<file path="src/rtl/csr_serial_slave.sv">
module csr_serial_slave #(
  parameter int NREG = 64
) (
  input  logic              clk,
  input  logic              rst_n,
  input  logic              sck,
  input  logic              sdi,
  input  logic              reg_clear,
  output logic              sdo,
  output logic              frame_err,
  output logic [NREG*8-1:0] regs_o
);
  localparam int IW = $clog2(NREG);

  function automatic logic [7:0] dflt(int i);
    return {2'b01, 6'(i)};
  endfunction

  function automatic logic spared(int i);
    return i == 'h00 || i == 'h01 || i == 'h18;
  endfunction

  logic [2:0]  sck_s;
  logic [1:0]  sdi_s;
  logic [3:0]  cnt;
  logic [6:0]  sh;
  logic [7:0]  addr_q;
  logic [15:0] hist;
  logic [7:0]  rd_sh;
  logic        rd_act;
  logic [7:0]  regs [NREG];

  wire        rise      = sck_s[1] & ~sck_s[2];
  wire        fall      = ~sck_s[1] & sck_s[2];
  wire        bit_in    = sdi_s[1];
  wire [15:0] hist_n    = {hist[14:0], bit_in};
  wire [7:0]  byte_n    = {sh, bit_in};
  wire        warm      = rise && hist_n == 16'h7FFF;
  wire        addr_done = rise && cnt == 4'd7 && !warm;
  wire        data_done = rise && cnt == 4'd15 && !warm;
  wire        wr_ok     = !addr_q[6] && byte_n[7:6] == 2'b01;
  wire        wr_en     = data_done && !addr_q[7] && wr_ok;
  wire        wr_bad    = data_done && !addr_q[7] && !wr_ok;
  wire        rd_bad    = addr_done && byte_n[7] && byte_n[6];

  always_ff @(posedge clk or negedge rst_n) begin
    if (!rst_n) begin
      sck_s <= '0;
      sdi_s <= '0;
    end else begin
      sck_s <= {sck_s[1:0], sck};
      sdi_s <= {sdi_s[0], sdi};
    end
  end

  always_ff @(posedge clk or negedge rst_n) begin
    if (!rst_n) begin
      cnt <= '0; sh <= '0; addr_q <= '0; hist <= '0;
      rd_sh <= '0; rd_act <= 1'b0; sdo <= 1'b0; frame_err <= 1'b0;
    end else if (warm) begin
      cnt <= '0; hist <= '0; rd_act <= 1'b0; frame_err <= 1'b0;
    end else begin
      if (rise) begin
        cnt  <= cnt + 4'd1;
        hist <= hist_n;
        sh   <= byte_n[6:0];
      end
      if (addr_done) begin
        addr_q <= byte_n;
        if (byte_n[7]) begin
          rd_act <= 1'b1;
          rd_sh  <= byte_n[6] ? 8'h00 : regs[byte_n[IW-1:0]];
        end
      end
      if (data_done) rd_act <= 1'b0;
      if (fall) begin
        sdo <= rd_act ? rd_sh[7] : 1'b0;
        if (rd_act) rd_sh <= {rd_sh[6:0], 1'b0};
      end
      if (rd_bad || wr_bad) frame_err <= 1'b1;
    end
  end

  always_ff @(posedge clk or negedge rst_n) begin
    if (!rst_n) begin
      for (int i = 0; i < NREG; i++) regs[i] <= dflt(i);
    end else begin
      if (reg_clear)
        for (int i = 0; i < NREG; i++)
          if (!spared(i)) regs[i] <= dflt(i);
      if (wr_en) regs[addr_q[IW-1:0]] <= byte_n;
    end
  end

  for (genvar g = 0; g < NREG; g++) begin : g_out
    assign regs_o[g*8 +: 8] = regs[g];
  end
endmodule


</file>
<file path="config.mk">
export PLATFORM = sky130hd
export DESIGN_NAME = csr_serial_slave
export DESIGN_NICKNAME = d
export VERILOG_FILES = /design/src/rtl/csr_serial_slave.sv
export SDC_FILE = /design/constraint.sdc
export NUM_CORES = 1
export LEC_CHECK = 0
export BUFFER_PORTS_ARGS = -buffer_cell sky130_fd_sc_hd__buf_2
export CAP_MARGIN = 20
export CORE_MARGIN = 2
export CORE_UTILIZATION = 49
export DETAILED_ROUTE_END_ITERATION = 6
export PLACE_DENSITY = 0.68
export SLEW_MARGIN = 5
export SYNTH_ARGS = -nofsm -noshare
export SYNTH_HDL_FRONTEND = slang
export SYNTH_SLANG_ARGS = --single-unit
</file>
<file path="constraint.sdc">
create_clock -name clk -period 4.53 [get_ports clk]
set_clock_uncertainty 0.2 [all_clocks]
set_input_delay 0.2265 -clock clk [delete_from_list [all_inputs] [get_ports clk]]
set_output_delay 0.2265 -clock clk [all_outputs]
set_load 0.02 [all_outputs]
</file>
Word-level counts from Yosys, hierarchy flattened
Cells that the tools add are included.
{ "classes": {"addsub": 1, "n_lt_le_gt_ge": 3, "eq_ne": 4, "n_mux": 25, "n_bitwise": 7, "n_reduce_logical": 25} }
{ "ops": {"columns": ["operator", "count"], "rows": [
  ["bitwise mux 512 bit", 1],
  ["two-way mux 496 bit", 1],
  ["two-way mux 312 bit", 1],
  ["two-way mux 176 bit", 1],
  ["two-way mux 8 bit", 8],
  ["binary-select mux 8 bit (select 6 bit)", 1],
  ["demux 8 bit (select 6 bit)", 1],
  ["two-way mux 15 bit", 2],
  ["equality test 16 x 15 -> 1 bit (second input constant)", 1],
  [">= comparator 7 bit (second input constant)", 2],
  ["inverter 6 -> 7 bit", 2],
  ["logical AND 1 bit", 12],
  ["two-way mux 4 bit", 2],
  ["AND reduction 2 bit", 4],
  ["< comparator 7 x 1 -> 1 bit (second input constant)", 1],
  ["two-way mux 1 bit", 7],
  ["nonzero test 3 bit", 2],
  ["adder 4 x 1 -> 4 bit (second input constant)", 1],
  ["equality test 4 x 3 -> 1 bit (second input constant)", 1],
  ["equality test 4 bit (second input constant)", 1],
  ["logical NOT 1 bit", 4],
  ["nonzero test 2 bit", 2],
  ["inverter 1 bit", 3],
  ["AND 1 bit", 2],
  ["other kinds (2)", 2]
]} }
{ "totals": {"ff_bits": 562, "output_inout_bits": 514, "elab_cells": 139} }

Longest topological paths before layout
{ "logic_depth": {"ltp_word": 10, "ltp_mapped": 10} }

Least setup slack after synthesis
Ideal clock, no wire load.
{ "synth_path": {"path_kind": "register to register", "from": "reg sh[6]", "to": "reg regs, in the netlist regs_o[303]", "setup_ns": 0.135, "arrival_ns": 2.374, "t_required_ns": 4.195, "slack_ns": 1.821, "path_stages_with_launch": 9, "synth_period_minus_slack_ns": 2.709, "cell_sequence": "dfrtp_1 -> or3b_1 -> or4_1 -> buf_6 -> or4_4 -> buf_12 -> nor2_8 -> buf_8 -> nor3b_1"} }
{ "synth_via": {"elab_chain_len": 4} }
{ "synth_lines": {"columns": ["element", "line", "source"], "rows": [
  ["start: declaration", "26", "logic [6:0] sh;"],
  ["start signal: assignment", "66", "sh <= byte_n[6:0];"],
  ["equality test 2 x 1 -> 1 bit", "41", "wire wr_ok = !addr_q[6] && byte_n[7:6] == 2'b01;"],
  ["logical AND 1 bit", "41", null],
  ["logical AND 1 bit", "42", "wire wr_en = data_done && !addr_q[7] && wr_ok;"],
  ["two-way mux 496 bit *", "91", "if (wr_en) regs[addr_q[IW-1:0]] <= byte_n;"],
  ["end signal: indexed assignment", "90", "if (!spared(i)) regs[i] <= dflt(i);"],
  ["end signal: indexed assignment", "91", null],
  ["end: declaration", "31", "logic [7:0] regs [NREG];"]
]} }
Mark *: on every way between the ends. The rest lies on a longest branch, timed or not.
A chain may end at the register's enable or synchronous reset.

Worst setup path after layout
{ "layout_path": {"from": "reg cnt[0]", "to": "reg regs, in the netlist regs_o[92]"} }
{ "layout_via": {"elab_chain_len": 6} }
{ "layout_lines": {"columns": ["element", "line", "source"], "rows": [
  ["start: declaration", "25", "logic [3:0] cnt;"],
  ["start signal: assignment", "64", "cnt <= cnt + 4'd1;"],
  ["equality test 4 bit", "40", "wire data_done = rise && cnt == 4'd15 && !warm;"],
  ["logical AND 1 bit (2 in a row)", "40", null],
  ["logical AND 1 bit (2 in a row)", "42", null],
  ["two-way mux 496 bit", "91", null]
]} }
Every way passes these cells.

==> results.py <==
metrics = {
    "status": {
        "outcome": "finished clean",
    },
    "clocking": {
        "post_cts.repair.setup_buffers": 0,
        "cts-htree-levels": 2,
        "tritoncts": "yes",
        "worstSkewPairLatency_ns": 0.62,
        "clk_root_buffer_cell": "clkbuf_16",
        "numCtsBuffers": 58,
        "clk_path_buf_depth": 3,
        "clk_pin_slew_ns": 0.06,
        "clock-sinks": 562,
    },
    "setup_path": {
        "cell_family_contributing_the_most_delay_on_the_critical_path": "simple AND/OR/NAND/NOR gates",
        "worst_path_max_delay_cell": "or3_1",
        "crit_path_cell_trace": "ha_1, nand2_1, or4_1, or3_1, nor2_2, o21ai_0",
        "critical_path.n_buffers_inverters": 0,
        "critical_path_maximum_fanout": 14,
        "cp_slowest_stage_delay_ns": 0.79,
        "worst_ep_arrival_time_ns": 3.81,
        "timing.critical_path.from_type": "flip-flop",
        "timing.critical_path.required_ns": 4.79,
        "worst_setup_path_end_kind": "flip-flop",
        "critical_path_type": "reg2reg",
    },
    "synthesis": {
        "synth_fp_nets": 2372,
        "synth-main-ff-cell": "dfrtp_1",
        "synth_cells": 2366,
        "synth_enable_flop_cells": 0,
        "yosys-top-cells-area": "dfrtp_1 29%, dfstp_2 25%, mux4_2 10%",
        "synthMostInstantiatedCell": "dfrtp_1",
        "synth.top_cells.by_count": "306 x dfrtp_1, 256 x dfstp_2, 229 x nand2_1",
        "post_synth_instance_area_um2": 26400,
        "synth-seq-cells": 562,
        "part_of_the_yosys_area_used_for_sequential_elements_pct": 54.4,
        "synth.lib_cells_used.distinct": 62,
        "fraction_of_synthesized_cell_area_taken_by_the_top_area_cell_type_pct": 29.0,
        "count_of_synthesis_stage_warnings_from_yosys": 0,
        "synth_top_area_cell": "dfrtp_1",
        "synth_async_sr_flop_share_pct": 100,
        "synth.avg_cell_area_um2": 11.2,
    },
    "placed_design": {
        "minimum_setup_slack_after_placement_ns": 0.877,
        "place_congestion": 0.926,
        "placed_cells_incl_taps": 3428,
        "numPortBuffers": 518,
        "detailed_place_hpwl_um": 67400,
        "detailed_place.area_um2": 29500,
    },
    "grt": {
        "first_global_vias": 21300,
        "grt_start_max_net_pins": 212,
        "grt_pass1_wl_um": 145000,
        "grt_antenna_before_repair": 0,
        "gr-usage-all-layers_pct": 34.5,
        "globalRouteOverflowTotal": 0,
    },
    "layout": {
        "layout.filler_cells": 4455,
        "syn2layout_area_growth_pct": 19.5,
        "final_design_area_no_fill_um2": 31600,
        "sequential_cell_area_um2": 14400,
        "layout-drive-gt1-share_pct": 40.0,
        "fin_nets": 2803,
        "instances_no_fill": 3542,
        "multi_input_comb_area_um2": 11100,
        "antenna_cells_inserted": 0,
    },
    "floorplanning": {
        "rows": 85,
        "floorplan.core_area_um2": 53600,
        "io_pins": 519,
        "die_area_um2": 55800,
        "die_w_um": 236,
        "initial_utilization_pct": 49.3,
        "fp.dieH_um": 236,
    },
    "timing": {
        "fmaxAchievable_mhz": 282,
        "final.setup.worst_slack_ns": 0.984,
        "finalCriticalPeriod_ns": 3.55,
        "drv_slew": 0,
        "hold_viol_final": 0,
        "grt_setup_unrepaired": "no",
        "setup_viol_count_final": 0,
        "fin_setup_tns_ns": 0,
        "final_cycle_share_pct": 78.3,
        "least_margin_pin_slew_ns": 1.06,
        "slew-limit-headroom_pct": 29.4,
    },
    "route": {
        "detail_route.drc_violations": 0,
        "drt_pre_antenna_iters": 5,
        "detailroute.via_count": 22100,
        "post_drt_wl_per_cell_um": 27.6,
        "detail_route.vias_per_cell": 6.23,
        "initialDrtViolationCount": 2565,
        "detail-route-antenna-nets": 0,
        "drt_wl_total_um": 97800,
    },
    "power": {
        "leakage_nw": 13.3,
        "power_mw": 11.6,
        "max-vdd-ir-drop_mv": 0.311,
        "power_density_nw_per_um2": 366,
    },
    "flow_run": {
        "cap_viol_max_count": 0,
    },
    "worst_hold_path": {
        "hold_path.class": "in2reg",
    },
}
==> cells by family after synthesis <==
kind of cell             share of synthesized area, %
AO/OA/AOI/OAI                                    9.76
adder cells (fa/ha/maj)                        0.0473
buffers and inverters                            3.69
flip-flops                                       54.4
multiplexers                                     13.0
AND/OR/NAND/NOR                                  19.2
==> sequential cells by signal, indices dropped and copies added, names as in the netlist <==
signal / flops
addr_q: 8
cnt: 4
regs_o: 512
sdo: 1
rd_act: 1
rd_sh: 8
sh: 7
sdi_s: 2
sck_s: 3
hist: 15
frame_err: 1
==> final timing paths <==
path	start	endpoint	slack [ns]	cells after the start
min in group asynchronous	rst_n	regs_o[449]	0.10	2
max in group asynchronous	rst_n	regs_o[81]	2.80	3
setup reg to reg	cnt[0]	regs_o[92]	0.98	6
hold / removal	sdi	sdi_s[0]	0.08	2
hold reg to reg	sck_s[0]	sck_s[1]	0.15	0
setup / recovery	cnt[0]	regs_o[92]	0.98	6
==> what timing repair did <==
item,in CTS,in global routing
endpoints found under the hold margin,146,0
gates resized for setup,0,0
hold buffers,4,0
==> power breakdown <==
| part | switching, mW | internal (mW) | leakage (nW) |
|---|---|---|---|
| registers | 0.145 | 5.10 | 6.92 |
| logic | 0.853 | 0.361 | 5.34 |
| clock network | 2.06 | 3.06 | 1.00 |
| total | 3.06 | 8.52 | 13.3 |
==> per-stage QoR <==
step	hold WS, ns	utilization [%]
2_1_floorplan	-0.269	-
3_3_place_gp	0.139	55.1
3_5_place_dp	0.139	55.1
4_1_cts	0.0465	58.9
5_1_grt	0.0539	59.0
6_report	0.0750	59.0
==> placed cells by master (no fill, tap or decap), types with 5 or more instances in the layout <==
cell type,instances
a211o_1,7
a21oi_1,202
a22oi_1,22
a31oi_1,5
and2_1,6
and3_1,9
and3b_1,8
buf_12,9
buf_2,516
buf_4,44
bufinv_16,6
clkbuf_1,16
clkbuf_16,60
clkbuf_8,18
clkinv_2,7
dfrtp_1,301
dfstp_2,256
inv_2,5
mux2_2,29
mux2i_1,42
mux4_2,119
nand2_1,229
nand2_2,5
nand2b_1,112
nand3_1,34
nand3b_1,71
nand4_1,6
nor2_1,112
nor2_2,21
nor2_4,6
nor2_8,7
nor2b_1,10
nor3_1,160
nor3b_1,56
o21ai_0,191
o21ai_2,10
or2_2,5
or3_1,59
==> metal layers <==
layer  track usage (%)  part of all wire [%]  wire (um)
met1              47.3                    40      39000
met2              53.9                    47      45700
met3              7.20                   8.8       8630
met4              14.1                   4.7       4570
met5                 0                     0          0
==> cell type report <==
| cell class | count | share of cell area [%] |
|---|---|---|
| timing repair buffer | 575 | 10.0 |
| sequential | 562 | 45.6 |
| inverter | 8 | 0.0950 |
| tap | 696 | 2.76 |
| clock inverter | 15 | 0.732 |
| clock buffer | 94 | 5.73 |
| multi-input combinational | 1592 | 35.1 |
Note: power is estimated with default switching activity, not from simulation.
